==> config.mk <==
export PLATFORM = sky130hd
export DESIGN_NAME = sock_irq_ctrl
export DESIGN_NICKNAME = d
export VERILOG_FILES = /design/src/rtl/sie_pkg.sv /design/src/rtl/sie_flag_bank.sv /design/src/rtl/sie_sock_mon.sv /design/src/rtl/sie_rd_port.sv /design/src/rtl/sock_irq_ctrl.sv
export SDC_FILE = /design/constraint.sdc
export NUM_CORES = 1
export LEC_CHECK = 0
export ABC_AREA = 1
export CELL_PAD_IN_SITES_DETAIL_PLACEMENT = 0
export CELL_PAD_IN_SITES_GLOBAL_PLACEMENT = 1
export CORE_MARGIN = 2
export CORE_UTILIZATION = 30
export CTS_BUF_LIST = sky130_fd_sc_hd__clkbuf_16
export CTS_CLUSTER_DIAMETER = 40
export CTS_CLUSTER_SIZE = 10
export DETAILED_ROUTE_END_ITERATION = 10
export GPL_TIMING_DRIVEN = 0
export PLACE_DENSITY_LB_ADDON = 0.08
export SETUP_SLACK_MARGIN = 0.15
export SLEW_MARGIN = 30
export SYNTH_ARGS = -nofsm -noshare
export SYNTH_HDL_FRONTEND = slang
export SYNTH_SLANG_ARGS = --single-unit
==> constraint.sdc <==
create_clock -name clk -period 1.2 [get_ports clk]
set_clock_uncertainty 0.1 [all_clocks]
set_input_delay 0.36 -clock clk [delete_from_list [all_inputs] [get_ports clk]]
set_output_delay 0.36 -clock clk [all_outputs]
set_load 0.05 [all_outputs]
==> src/rtl/sie_pkg.sv <==
package sie_pkg;
  localparam int ADDR_W   = 3;
  localparam int MODE_BIT = 2;

  typedef enum logic [ADDR_W-1:0] {
    RA_GCTL  = 3'd0,
    RA_LFLAG = 3'd1,
    RA_LMASK = 3'd2,
    RA_SFLAG = 3'd3,
    RA_SMASK = 3'd4,
    RA_STAT  = 3'd5
  } reg_addr_e;
endpackage

==> src/rtl/sie_flag_bank.sv <==
module sie_flag_bank #(
  parameter int NF = 5
) (
  input  logic          clk,
  input  logic          rst,
  input  logic [NF-1:0] set_i,
  input  logic [NF-1:0] clr_i,
  input  logic          mask_we,
  input  logic [NF-1:0] mask_d,
  output logic [NF-1:0] flag_o,
  output logic [NF-1:0] mask_o,
  output logic          pend_o
);
  logic [NF-1:0] flag_q;
  logic [NF-1:0] mask_q;

  for (genvar b = 0; b < NF; b++) begin : g_bit
    // set takes priority over clear on the same edge
    always_ff @(posedge clk) begin
      if (rst)           flag_q[b] <= 1'b0;
      else if (set_i[b]) flag_q[b] <= 1'b1;
      else if (clr_i[b]) flag_q[b] <= 1'b0;
    end

    AST_FLAG_SET: assert property (@(posedge clk) disable iff (rst)
      set_i[b] |=> flag_q[b]);
    AST_CLR_TAKES: assert property (@(posedge clk) disable iff (rst)
      (clr_i[b] && !set_i[b]) |=> !flag_q[b]);
    AST_NO_SPURIOUS: assert property (@(posedge clk) disable iff (rst)
      (!set_i[b] && !flag_q[b]) |=> !flag_q[b]);
  end

  always_ff @(posedge clk) begin
    if (rst)          mask_q <= '0;
    else if (mask_we) mask_q <= mask_d;
  end

  assign flag_o = flag_q;
  assign mask_o = mask_q;
  assign pend_o = |(flag_q & mask_q);
endmodule

==> src/rtl/sie_sock_mon.sv <==
module sie_sock_mon (
  input  logic clk,
  input  logic rst,
  input  logic sock_powered,
  input  logic card_irq,
  output logic pwr_evt_o,
  output logic powered_o,
  output logic func_o
);
  logic powered_q;
  logic func_q;

  always_ff @(posedge clk) begin
    if (rst) begin
      powered_q <= 1'b0;
      func_q    <= 1'b0;
    end else begin
      powered_q <= sock_powered;
      func_q    <= card_irq & sock_powered;
    end
  end

  assign pwr_evt_o = sock_powered & ~powered_q;
  assign powered_o = powered_q;
  assign func_o    = func_q;

  AST_FUNC_GATED: assert property (@(posedge clk) disable iff (rst)
    !sock_powered |=> !func_q);
  AST_PWR_ONCE: assert property (@(posedge clk) disable iff (rst)
    pwr_evt_o |=> !pwr_evt_o);
endmodule

==> src/rtl/sie_rd_port.sv <==
module sie_rd_port
  import sie_pkg::*;
#(
  parameter int NF     = 5,
  parameter int DATA_W = 8
) (
  input  logic              clk,
  input  logic              rst,
  input  logic              rd_en,
  input  logic [ADDR_W-1:0] addr,
  input  logic              mode_w1c,
  input  logic [NF-1:0]     l_flag,
  input  logic [NF-1:0]     l_mask,
  input  logic [NF-1:0]     s_flag,
  input  logic [NF-1:0]     s_mask,
  input  logic              func,
  input  logic              powered,
  output logic [DATA_W-1:0] rdata
);
  localparam int PAD = DATA_W - NF;

  logic [DATA_W-1:0] mux_d;
  logic [DATA_W-1:0] rdata_q;

  always_comb begin
    mux_d = '0;
    case (reg_addr_e'(addr))
      RA_GCTL:  mux_d[MODE_BIT] = mode_w1c;
      RA_LFLAG: mux_d = {{PAD{1'b0}}, l_flag};
      RA_LMASK: mux_d = {{PAD{1'b0}}, l_mask};
      RA_SFLAG: mux_d = {{PAD{1'b0}}, s_flag};
      RA_SMASK: mux_d = {{PAD{1'b0}}, s_mask};
      RA_STAT:  mux_d[1:0] = {powered, func};
      default:  mux_d = '0;
    endcase
  end

  always_ff @(posedge clk) begin
    if (rst)        rdata_q <= '0;
    else if (rd_en) rdata_q <= mux_d;
  end

  assign rdata = rdata_q;

  AST_RD_HOLD: assert property (@(posedge clk) disable iff (rst)
    !rd_en |=> $stable(rdata_q));
endmodule

==> src/rtl/sock_irq_ctrl.sv <==
module sock_irq_ctrl
  import sie_pkg::*;
#(
  parameter int N_EV   = 4,
  parameter int DATA_W = 8
) (
  input  logic              clk,
  input  logic              rst,
  input  logic [N_EV-1:0]   ev_stb,
  input  logic              sock_powered,
  input  logic              card_irq,
  input  logic              wr_en,
  input  logic              rd_en,
  input  logic [2:0]        addr,
  input  logic [DATA_W-1:0] wdata,
  output logic [DATA_W-1:0] rdata,
  output logic              csc_irq,
  output logic              func_irq
);
  localparam int NF = N_EV + 1;

  logic          mode_w1c;
  logic          pwr_evt;
  logic          powered;
  logic          func;
  logic [NF-1:0] ev_all;
  logic [NF-1:0] l_clr;
  logic [NF-1:0] s_clr;
  logic [NF-1:0] l_flag;
  logic [NF-1:0] l_mask;
  logic [NF-1:0] s_flag;
  logic [NF-1:0] s_mask;
  logic          l_pend;
  logic          s_pend;
  logic          csc_q;
  logic          l_rd_hit;
  logic          l_wr_hit;
  logic          s_wr_hit;

  assign ev_all   = {pwr_evt, ev_stb};
  assign l_rd_hit = rd_en && (reg_addr_e'(addr) == RA_LFLAG);
  assign l_wr_hit = wr_en && (reg_addr_e'(addr) == RA_LFLAG);
  assign s_wr_hit = wr_en && (reg_addr_e'(addr) == RA_SFLAG);

  always_comb begin
    if (mode_w1c) l_clr = l_wr_hit ? wdata[NF-1:0] : '0;
    else          l_clr = l_rd_hit ? '1 : '0;
  end
  assign s_clr = s_wr_hit ? wdata[NF-1:0] : '0;

  always_ff @(posedge clk) begin
    if (rst) mode_w1c <= 1'b0;
    else if (wr_en && reg_addr_e'(addr) == RA_GCTL) mode_w1c <= wdata[MODE_BIT];
  end

  sie_sock_mon i_mon (
    .clk          (clk),
    .rst          (rst),
    .sock_powered (sock_powered),
    .card_irq     (card_irq),
    .pwr_evt_o    (pwr_evt),
    .powered_o    (powered),
    .func_o       (func)
  );

  sie_flag_bank #(.NF(NF)) i_lbank (
    .clk     (clk),
    .rst     (rst),
    .set_i   (ev_all),
    .clr_i   (l_clr),
    .mask_we (wr_en && reg_addr_e'(addr) == RA_LMASK),
    .mask_d  (wdata[NF-1:0]),
    .flag_o  (l_flag),
    .mask_o  (l_mask),
    .pend_o  (l_pend)
  );

  sie_flag_bank #(.NF(NF)) i_sbank (
    .clk     (clk),
    .rst     (rst),
    .set_i   (ev_all),
    .clr_i   (s_clr),
    .mask_we (wr_en && reg_addr_e'(addr) == RA_SMASK),
    .mask_d  (wdata[NF-1:0]),
    .flag_o  (s_flag),
    .mask_o  (s_mask),
    .pend_o  (s_pend)
  );

  sie_rd_port #(.NF(NF), .DATA_W(DATA_W)) i_rd (
    .clk      (clk),
    .rst      (rst),
    .rd_en    (rd_en),
    .addr     (addr),
    .mode_w1c (mode_w1c),
    .l_flag   (l_flag),
    .l_mask   (l_mask),
    .s_flag   (s_flag),
    .s_mask   (s_mask),
    .func     (func),
    .powered  (powered),
    .rdata    (rdata)
  );

  always_ff @(posedge clk) begin
    if (rst) csc_q <= 1'b0;
    else     csc_q <= l_pend | s_pend;
  end

  assign csc_irq  = csc_q;
  assign func_irq = func;

  AST_CSC_RAISE: assert property (@(posedge clk) disable iff (rst)
    (|(l_flag & l_mask) || |(s_flag & s_mask)) |=> csc_irq);
  AST_CSC_IDLE: assert property (@(posedge clk) disable iff (rst)
    (l_flag & l_mask) == '0 && (s_flag & s_mask) == '0 |=> !csc_irq);
  AST_COR_CLEARS: assert property (@(posedge clk) disable iff (rst)
    (l_rd_hit && !mode_w1c && ev_all == '0) |=> l_flag == '0);
  AST_SREAD_KEEPS: assert property (@(posedge clk) disable iff (rst)
    (!s_wr_hit) |=> ($past(s_flag) & ~s_flag) == '0);
endmodule

# Yosys cells after proc, flatten, opt, wreduce, memory -nomap -nowiden
# Index checks and enable logic that the tools add are counted.
# op_classes
eq_ne,5
n_reduce_logical,19
bitwise,6
muxes,27
# op_table
op,count
2-to-1 mux 1 bit,20
2-to-1 mux 5 bit,4
nonzero test 2 bit,10
bitwise AND 5 bit,2
one-hot mux 2 bit (5 select lines),1
OR reduction 5 bit,2
one-hot mux 2 bit (4 select lines),1
"== test 3 x 2 -> 1 bit, second input constant",2
"== test 3 bit, second input constant",2
logical AND 1 bit,6
one-hot mux 1 bit (5 select lines),1
"== test 3 x 1 -> 1 bit, second input constant",1
zero test 3 bit,1
bitwise AND 1 bit,2
inverter 1 bit,1
bitwise OR 1 bit,1
# totals
input_bits,21
register_bits,32
wordCells,74

# Depth between registers and ports, before layout
# Gate-level depths: netlist of the first run.
# depth
word_depth,6
mapped_depth,8
mapped_depth_nobuf,7

# Modules after synthesis
# A second synthesis of the first run with hierarchy kept.
# hier_totals
hier_cells,218
area_unflattened_um2,1468.9
# by_module_without_submodules
mod,seq_area_each_um2,cells_per_inst,instances,area_each_um2
sie_flag_bank,200.2,53,2,375.4
sie_rd_port,100.1,66,1,432.9
sock_irq_ctrl,40.0,39,1,226.5
sie_sock_mon,40.0,7,1,58.8

# Worst setup path after synthesis of the first run
# No wires, ideal clock.
# synth_path
path_kind,input to register
from,in addr[0]
to,reg i_lbank.flag_q[1] (netlist: i_lbank.flag_o[1])
t_arrival_ps,1045
cell_stages,6
setup_ps,132
path_buffers,1
slack_ps,-77
cell_sequence,buf_2 nand3_1 nor3_2 nand2_1 nand3_1 a21oi_1
# synth_via
elab_chain_cells,5
# synth_lines
element,line,source
start: declaration,sock_irq_ctrl.sv:14,"input logic [2:0] addr,"
== test 3 x 1 -> 1 bit *,"sock_irq_ctrl.sv:41, sock_irq_ctrl.sv:42",
logical AND 1 bit (on tied branches),"sock_irq_ctrl.sv:41, sock_irq_ctrl.sv:42",
2-to-1 mux 5 bit (on tied branches),"sock_irq_ctrl.sv:47, sock_irq_ctrl.sv:46",
2-to-1 mux 5 bit *,sock_irq_ctrl.sv:46,if (mode_w1c) l_clr = l_wr_hit ? wdata[NF-1:0] : '0;
nonzero test 2 bit (no line) *,--,
end signal: indexed assignment,sie_flag_bank.sv:20,if (rst) flag_q[b] <= 1'b0;
end signal: indexed assignment,sie_flag_bank.sv:21,else if (set_i[b]) flag_q[b] <= 1'b1;
end signal: indexed assignment,sie_flag_bank.sv:22,else if (clr_i[b]) flag_q[b] <= 1'b0;
end: declaration,sie_flag_bank.sv:14,logic [NF-1:0] flag_q;
# Every way passes the cells marked *; elsewhere a longest branch is shown, timed or not.
# A chain may end at the register's enable or synchronous reset.

# Worst setup path in the final report of the first run
# layout_path
from,reg i_rd.rdata_q[2] (netlist: i_rd.rdata[2])
to,out rdata[2]
# layout_lines
element,line,source
start: declaration,sie_rd_port.sv:23,logic [DATA_W-1:0] rdata_q;
start signal: assignment,sie_rd_port.sv:40,else if (rd_en) rdata_q <= mux_d;
end: declaration,sock_irq_ctrl.sv:16,"output logic [DATA_W-1:0] rdata,"
# No word-level cell between the ends.

==> results_tabular.tex, run 1 <==
\begin{tabular}{lr}
\hline
Metric & Value \\
\hline
\multicolumn{2}{l}{\textbf{Yosys}} \\
\quad Proportion of synthesized area in mux cells & 0 \\
\quad Cells after synthesis & 193 \\
\quad Combinational family with the most area after synthesis & simple AND/OR/NAND/NOR gates \\
\quad Area share of the largest cell type after synthesis & 0.4361 \\
\quad Simple-gate share of the synthesized area & 0.2942 \\
\quad Adder and majority gate portion of the synthesized area & 0 \\
\quad Synthesized area divided by synthesized cell count & 6.898 um\^{}2 \\
\quad Parity-gate share of the synthesized area counting xor and xnor cells & 0 \\
\quad Yosys warning total & 0 \\
\quad Largest area contributor in the netlist & dfxtp\_1 \\
\quad Unique cell type count in the Yosys netlist & 18 \\
\quad Total of flip-flops plus latches after synthesis & 29 \\
\quad Area fraction in compound gates after synthesis & 0.1692 \\
\quad Synth area leaders & dfxtp\_1 (44\%), nand2\_1 (13\%), a21oi\_1 (11\%) \\
\quad Post-synthesis sequential area ratio & 0.4361 \\
\quad Netlist area before placement & 1331 um\^{}2 \\
\multicolumn{2}{l}{\textbf{Setup path}} \\
\quad Ordered list of cells on the worst path & buf\_8 \\
\quad Highest fanout seen on the critical path & 2 \\
\quad Worst path required time & 0.74 ns \\
\quad Critical path buffer and inverter count & 1 \\
\quad Data arrival time of the worst path & 0.77 ns \\
\quad Critical path's largest stage delay & 0.35 ns \\
\quad Classification of the worst setup path & register to primary output \\
\quad Slowest CP cell & dfxtp\_2 \\
\quad Kind of end point of the critical path & primary output \\
\quad Kind of launch point of the worst setup path & register \\
\quad Cell type group with the largest total delay on the critical path & flip-flops \\
\multicolumn{2}{l}{\textbf{Clock tree}} \\
\quad Clock slew at the register clock pins of the worst setup and hold paths & 0.05 ns \\
\quad Clock root buffer master & clkbuf\_16 \\
\quad Source-to-sink clock delay at the later pin of the worst-skew pair & 0.28 ns \\
\quad H-tree lvl count & 2 \\
\quad Maximum root-to-sink buffer count & 2 \\
\quad TritonCTS clock tree & built \\
\quad Clock Sinks & 29 \\
\quad Hold-fix buffers, CTS & 0 \\
\quad Number of buffers created by CTS & 5 \\
\multicolumn{2}{l}{\textbf{Outcome}} \\
\quad Outcome & finished with violations \\
\quad Violated checks & negative setup slack \\
\multicolumn{2}{l}{\textbf{Route}} \\
\quad Via-per-instance ratio & 5.000 \\
\quad Drt first-iter violations & 67 \\
\quad Final wirelength & 4598 um \\
\quad Post-Route M1 WL & 2079 um \\
\quad Uppermost layer routed & met4 \\
\quad Total length of routed met3 wires & 205 um \\
\quad Iteration count of the initial detailed-routing pass & 4 \\
\quad Routed Antenna Nets & 0 \\
\quad Routed length per instance & 15.48 um \\
\quad Total via count after detailed routing & 1,485 \\
\quad Length of routed met2 wiring & 2116 um \\
\quad Remaining design rule violation count & 0 \\
\multicolumn{2}{l}{\textbf{Run}} \\
\quad MaxCap Viol Count & 0 \\
\multicolumn{2}{l}{\textbf{Cells and area}} \\
\quad Net total in the final layout & 265 \\
\quad Share of cells above drive strength 1 & 0.4653 \\
\quad End-of-flow core utilization & 0.5313 \\
\quad Area growth from synthesis to layout & 72.56\% \\
\quad Leading cell type in the layout, fill and taps excluded & nand2\_1 \\
\quad Design Area, Final & 2297 um\^{}2 \\
\quad Fin cells & 297 \\
\quad Count of inserted antenna diode cells & 0 \\
\quad Leading cell types in the layout, fill and taps excluded & nand2\_1 (36), a21oi\_1 (18), inv\_1 (17), dfxtp\_1 (17), buf\_6 (13) \\
\multicolumn{2}{l}{\textbf{Placed design}} \\
\quad Port Buffer Count & 23 \\
\quad Placed cells & 270 \\
\quad Routability-driven placement congestion ratio & 0.8502 \\
\quad Placed inst area & 1723 um\^{}2 \\
\quad Post-detailed-placement half-perimeter wirelength & 3039 um \\
\multicolumn{2}{l}{\textbf{Timing}} \\
\quad Fmax achieved & 812.8 MHz \\
\quad Final count of negative-setup-slack endpoints & 8 \\
\quad RSZ-0062 raised after global routing & true \\
\quad Final Slew Violations & 0 \\
\quad Minimum setup slack in the final design & -0.03038 ns \\
\quad Final hold violations & 0 \\
\quad Share of the clock period used by the worst path & 1.025 \\
\quad Clock period minus worst slack & 1.230 ns \\
\multicolumn{2}{l}{\textbf{Floorplan}} \\
\quad Full die area & 4986 um\^{}2 \\
\quad Core area & 4324 um\^{}2 \\
\quad Height of the chip & 70.62 um \\
\quad Floorplan row count & 24 \\
\quad Width of the die & 70.62 um \\
\quad Initial Util & 0.3079 \\
\quad Ports & 31 \\
\multicolumn{2}{l}{\textbf{Pwr}} \\
\quad Worst-case vdd ir drop & 0.0009582 V \\
\quad Static Leak & 0.9946 nW \\
\quad Power Density & 1169 nW/um\^{}2 \\
\multicolumn{2}{l}{\textbf{GRT}} \\
\quad Via count of the first global-routing pass & 1,505 \\
\quad Aggregate global-route resource usage & 0.1958 \\
\quad Global route overflow & 0 \\
\quad Wire length of the first global-routing pass & 7362 um \\
\quad Pin count of the biggest net entering global routing & 11 \\
\quad Antenna violations before repair & 0 \\
\multicolumn{2}{l}{\textbf{Min path}} \\
\quad Class of the most critical hold timing path & input port to register \\
\hline
\end{tabular}
-- cells in the mapped netlist --
master and count:
clkbuf_1 2, nand3_2 1, nor2_1 9, o21ai_0 16
inv_2 1, nand3_1 22, nor2_2 1, dfxtp_1 29
nor3_2 1, buf_4 3, nand2_1 46, or2_2 1
inv_1 23, a21oi_1 29, buf_2 2, conb_1 1
nand4_1 5, nor2_4 1
-- cell type report --
cell class                 count  area (um^2)
sequential                    29        595.6
timing repair buffer          41        446.7
inverter                      24        107.6
buffer                         7        63.81
tap                           52        65.06
multi-input combinational    136        879.6
clock inverter                 3        13.76
clock buffer                   5        125.1
fill                         425         2027
-- logic make-up (layout without fill, tap and decap cells) --
kind of cell / after synthesis / count (layout)
AO/OA/AOI/OAI: 45 / 45
buffers and inverters: 31 / 80
flip-flops: 29 / 29
other: 1 / 3
AND/OR/NAND/NOR: 87 / 88
-- state kept, by name, summed over array words and instances (netlist names) --
signal and cells:
csc_irq 1, i_lbank.flag_o 5, i_lbank.mask_o 5, i_mon.func_o 1, i_mon.powered_o 1, i_rd.rdata 5
i_sbank.flag_o 5, i_sbank.mask_o 5, mode_w1c 1
-- per-layer routing --
layer  GRT usage  up-vias
met4      0.1153        0
met5           0        -
met2      0.3260       45
li1            -      731
met1      0.2358      693
met3     0.03704       16
-- tightest hold or removal path, stage by stage --
cell and delay, ns:
buf_6 0.14, nand3_2 0.09, a21oi_2 0.04
-- final timing paths --
kind	slack [ns]	endpoint	start	cells after the start
max	-0.03	rdata[2]	i_rd.rdata[2]	1
min	0.30	i_sbank.mask_o[0]	wr_en	3
max reg2reg	0.02	i_lbank.flag_o[2]	mode_w1c	6
min reg2reg	0.36	i_rd.rdata[1]	i_rd.rdata[1]	2
-- report_power, final --
| group | leakage (nW) | internal [mW] | switching, mW |
|---|---|---|---|
| Sequential | 0.243 | 1.02 | 0.0454 |
| Combinational | 0.677 | 0.190 | 0.255 |
| Clock | 0.0748 | 0.750 | 0.428 |
-- what timing repair did --
item                       in CTS  in global routing
setup endpoints to repair      36                 34
setup buffers                  15                  2
pin swaps                      32                 13
gates resized for setup       146                 16
gates cloned                    1                  1
-- stage by stage --
stage | setup slack, ns | hold WS, ns | TNS, ns | power [mW]
6_report | -0.03038 | 0.2982 | -0.1139 | 2.685
5_1_grt | -0.06380 | 0.3044 | -0.5971 | 2.771
4_1_cts | -0.03531 | 0.2883 | -0.1188 | 2.672
3_5_place_dp | -0.9407 | 0.3540 | -25.44 | 1.400
3_3_place_gp | -0.9537 | 0.3529 | -25.04 | 1.395
2_1_floorplan | 0.007842 | 0.3291 | 0 | 1.259
(Power assumes the default switching activity.)
==> run 2, diff against run 1 <==
--- a/config.mk
+++ b/config.mk
@@ -10,7 +10,7 @@
 export CELL_PAD_IN_SITES_GLOBAL_PLACEMENT = 1
 export CORE_MARGIN = 2
 export CORE_UTILIZATION = 30
-export CTS_BUF_LIST = sky130_fd_sc_hd__clkbuf_16
+export CTS_BUF_LIST = sky130_fd_sc_hd__clkbuf_8
 export CTS_CLUSTER_DIAMETER = 40
 export CTS_CLUSTER_SIZE = 10
 export DETAILED_ROUTE_END_ITERATION = 10
==> run 2 against run 1 <==
The run still ends with negative setup slack left. Flip-flop and latch count did not move. Count of clock-buffer cells in the layout did not move. Routed wire length up 2.1%. Combinational power increased by 7.2%.
==> results_tabular.tex, run 2 (same netlist as run 1, synthesis figures left out) <==
\begin{tabular}{lr}
\hline
Metric & Value \\
\hline
\multicolumn{2}{l}{\textbf{Outcome}} \\
\quad Outcome & finished with violations \\
\quad Violated checks & negative setup slack \\
\multicolumn{2}{l}{\textbf{GRT}} \\
\quad Global route overflow & 0 (unchanged) \\
\quad Antenna violations before repair & 0 (unchanged) \\
\quad Wire length of the first global-routing pass & 7507 um (+2.0\%) \\
\quad Pin count of the biggest net entering global routing & 11 (unchanged) \\
\quad Aggregate global-route resource usage & 0.1958 (about the same) \\
\quad Via count of the first global-routing pass & 1,548 (+2.9\%) \\
\multicolumn{2}{l}{\textbf{Clock tree}} \\
\quad Number of buffers created by CTS & 5 (unchanged) \\
\quad Hold-fix buffers, CTS & 0 (unchanged) \\
\quad H-tree lvl count & 2 (unchanged) \\
\quad TritonCTS clock tree & built \\
\quad Clock root buffer master & clkbuf\_8 \\
\quad Maximum root-to-sink buffer count & 2 (unchanged) \\
\quad Clock Sinks & 29 (unchanged) \\
\quad Clock slew at the register clock pins of the worst setup and hold paths & 0.06 ns (about the same) \\
\quad Source-to-sink clock delay at the later pin of the worst-skew pair & 0.28 ns (about the same) \\
\multicolumn{2}{l}{\textbf{Cells and area}} \\
\quad Leading cell type in the layout, fill and taps excluded & nand2\_1 \\
\quad Area growth from synthesis to layout & 76.88\% \\
\quad Share of cells above drive strength 1 & 0.5605 (+0.09518) \\
\quad Net total in the final layout & 268 (+1.1\%) \\
\quad Leading cell types in the layout, fill and taps excluded & nand2\_1 (32), a21oi\_2 (18), inv\_1 (17), dfxtp\_2 (17), nand3\_2 (14) \\
\quad Count of inserted antenna diode cells & 0 (unchanged) \\
\multicolumn{2}{l}{\textbf{Route}} \\
\quad Routed length per instance & 15.65 um (+1.1\%) \\
\quad Total via count after detailed routing & 1,524 (+2.6\%) \\
\quad Final wirelength & 4695 um (+2.1\%) \\
\quad Drt first-iter violations & 61 (-9.0\%) \\
\quad Routed Antenna Nets & 0 (unchanged) \\
\quad Via-per-instance ratio & 5.080 (+1.6\%) \\
\quad Remaining design rule violation count & 0 (unchanged) \\
\quad Iteration count of the initial detailed-routing pass & 4 (unchanged) \\
\multicolumn{2}{l}{\textbf{Timing}} \\
\quad Final Slew Violations & 0 (unchanged) \\
\quad Clock period minus worst slack & 1.246 ns (+0.01559 ns) \\
\quad Final hold violations & 0 (unchanged) \\
\quad Final count of negative-setup-slack endpoints & 9 (+1) \\
\quad WHS & 0.2798 ns (-0.01844 ns) \\
\quad Minimum setup slack in the final design & -0.04598 ns (-0.01559 ns) \\
\quad Share of the clock period used by the worst path & 1.038 (+0.01299) \\
\quad RSZ-0062 raised after global routing & true \\
\quad Setup TNS & -0.1958 ns (-0.08194 ns) \\
\quad Fmax achieved & 802.6 MHz (-1.3\%) \\
\multicolumn{2}{l}{\textbf{Setup path}} \\
\quad Number of cell instances on the worst register-to-register path & 6 (unchanged) \\
\quad Ordered list of cells on the worst path & buf\_8 \\
\quad R2r setup slk & 0.03 ns (about the same) \\
\quad Data arrival time of the worst path & 0.79 ns (+0.02 ns) \\
\quad Cell type group with the largest total delay on the critical path & flip-flops \\
\quad Kind of launch point of the worst setup path & register \\
\quad Critical path's largest stage delay & 0.35 ns (about the same) \\
\quad Highest fanout seen on the critical path & 2 (unchanged) \\
\quad Classification of the worst setup path & register to primary output \\
\quad Worst path required time & 0.74 ns (about the same) \\
\quad Slowest CP cell & dfxtp\_2 \\
\quad Kind of end point of the critical path & primary output \\
\quad CP startpoint & i\_rd.rdata[2] \\
\quad Worst path depth & 1 (unchanged) \\
\quad Critical path destination & rdata[2] \\
\quad R2r startpoint & mode\_w1c \\
\quad Capturing point of the worst reg2reg path & i\_lbank.flag\_o[2] \\
\quad Critical path buffer and inverter count & 1 (unchanged) \\
\multicolumn{2}{l}{\textbf{Pwr}} \\
\quad Worst-case vdd ir drop & 0.0006265 V (-35\%) \\
\quad Static Leak & 0.9916 nW (-0.30\%) \\
\quad Power Density & 983.1 nW/um\^{}2 (-16\%) \\
\multicolumn{2}{l}{\textbf{Placed design}} \\
\quad Post-detailed-placement half-perimeter wirelength & 3039 um (unchanged) \\
\quad Port Buffer Count & 23 (unchanged) \\
\quad Routability-driven placement congestion ratio & 0.8502 (unchanged) \\
\multicolumn{2}{l}{\textbf{Floorplan}} \\
\quad Width of the die & 70.62 um (unchanged) \\
\quad Ports & 31 (unchanged) \\
\quad Initial Util & 0.3079 (unchanged) \\
\quad Core area & 4324 um\^{}2 (unchanged) \\
\quad Floorplan row count & 24 (unchanged) \\
\quad Full die area & 4986 um\^{}2 (unchanged) \\
\quad Height of the chip & 70.62 um (unchanged) \\
\multicolumn{2}{l}{\textbf{Min path}} \\
\quad Class of the most critical hold timing path & input port to register \\
\quad Hold wc startpoint & wr\_en \\
\quad Number of cells on the worst hold path & 3 (unchanged) \\
\multicolumn{2}{l}{\textbf{Run}} \\
\quad MaxCap Viol Count & 0 (unchanged) \\
\hline
\end{tabular}
[run 2: cell count changes in the layout (fill, tap and decap cells not counted), sizes merged]
cell / previous run / this run
clkdlybuf4s50: 5 / 7
dlygate4sd2: 7 / 5
buf: 32 / 35
[run 2: how the worst min path moves through the flow]
stage,end,slack (ns)
after floorplan,i_sbank.flag_o[0],0.33
after global placement,i_rd.rdata[1],0.35
after detailed placement,i_rd.rdata[1],0.35
after CTS,i_sbank.mask_o[0],0.27
after global routing,i_sbank.mask_o[4],0.29
final,i_sbank.mask_o[0],0.28
[run 2: power by group]
| group | internal [mW] | switching [mW] |
|---|---|---|
| Combinational | 0.208 | 0.269 |
| Sequential | 1.02 | 0.0475 |
| Clock | 0.392 | 0.383 |
| Total | 1.62 | 0.699 |
[run 2: timing repair]
action                     CTS  global route
setup buffers               16             4
setup endpoints to repair   36            34
resized for setup          141            44
cloned                       2             0
pin swaps                   34            26
[run 2: area by class of cell]
class | instances | area, um^2
clock inverter | 3 | 13.76
fill | 422 | 1969
timing repair buffer | 44 | 484.2
multi-input combinational | 136 | 944.7
clock buffer | 5 | 68.82
buffer | 7 | 63.81
inverter | 24 | 112.6
sequential | 29 | 601.8
tap | 52 | 65.06
[run 2: per-layer routing]
metal	track usage	up-vias	wire [um]
li1	-	738	-
met1	0.2409	725	2059
met2	0.3270	49	2262
met3	0.03989	12	230
met4	0.09644	0	142
met5	0	-	0
[run 2: per-stage QoR]
| stage | power (mW) | instances | util | setup WS [ns] | cell area [um^2] |
|---|---|---|---|---|---|
| after CTS | 2.270 | 296 | 0.5046 | -0.04903 | 2182 |
| after floorplan | 1.259 | 195 | - | 0.007842 | 1428 |
| final | 2.315 | 300 | 0.5446 | -0.04598 | 2355 |
| after detailed placement | 1.400 | 270 | 0.3984 | -0.9407 | 1723 |
| after global routing | 2.410 | 300 | 0.5446 | -0.06252 | 2355 |
| after global placement | 1.395 | 270 | 0.3984 | -0.9537 | 1723 |
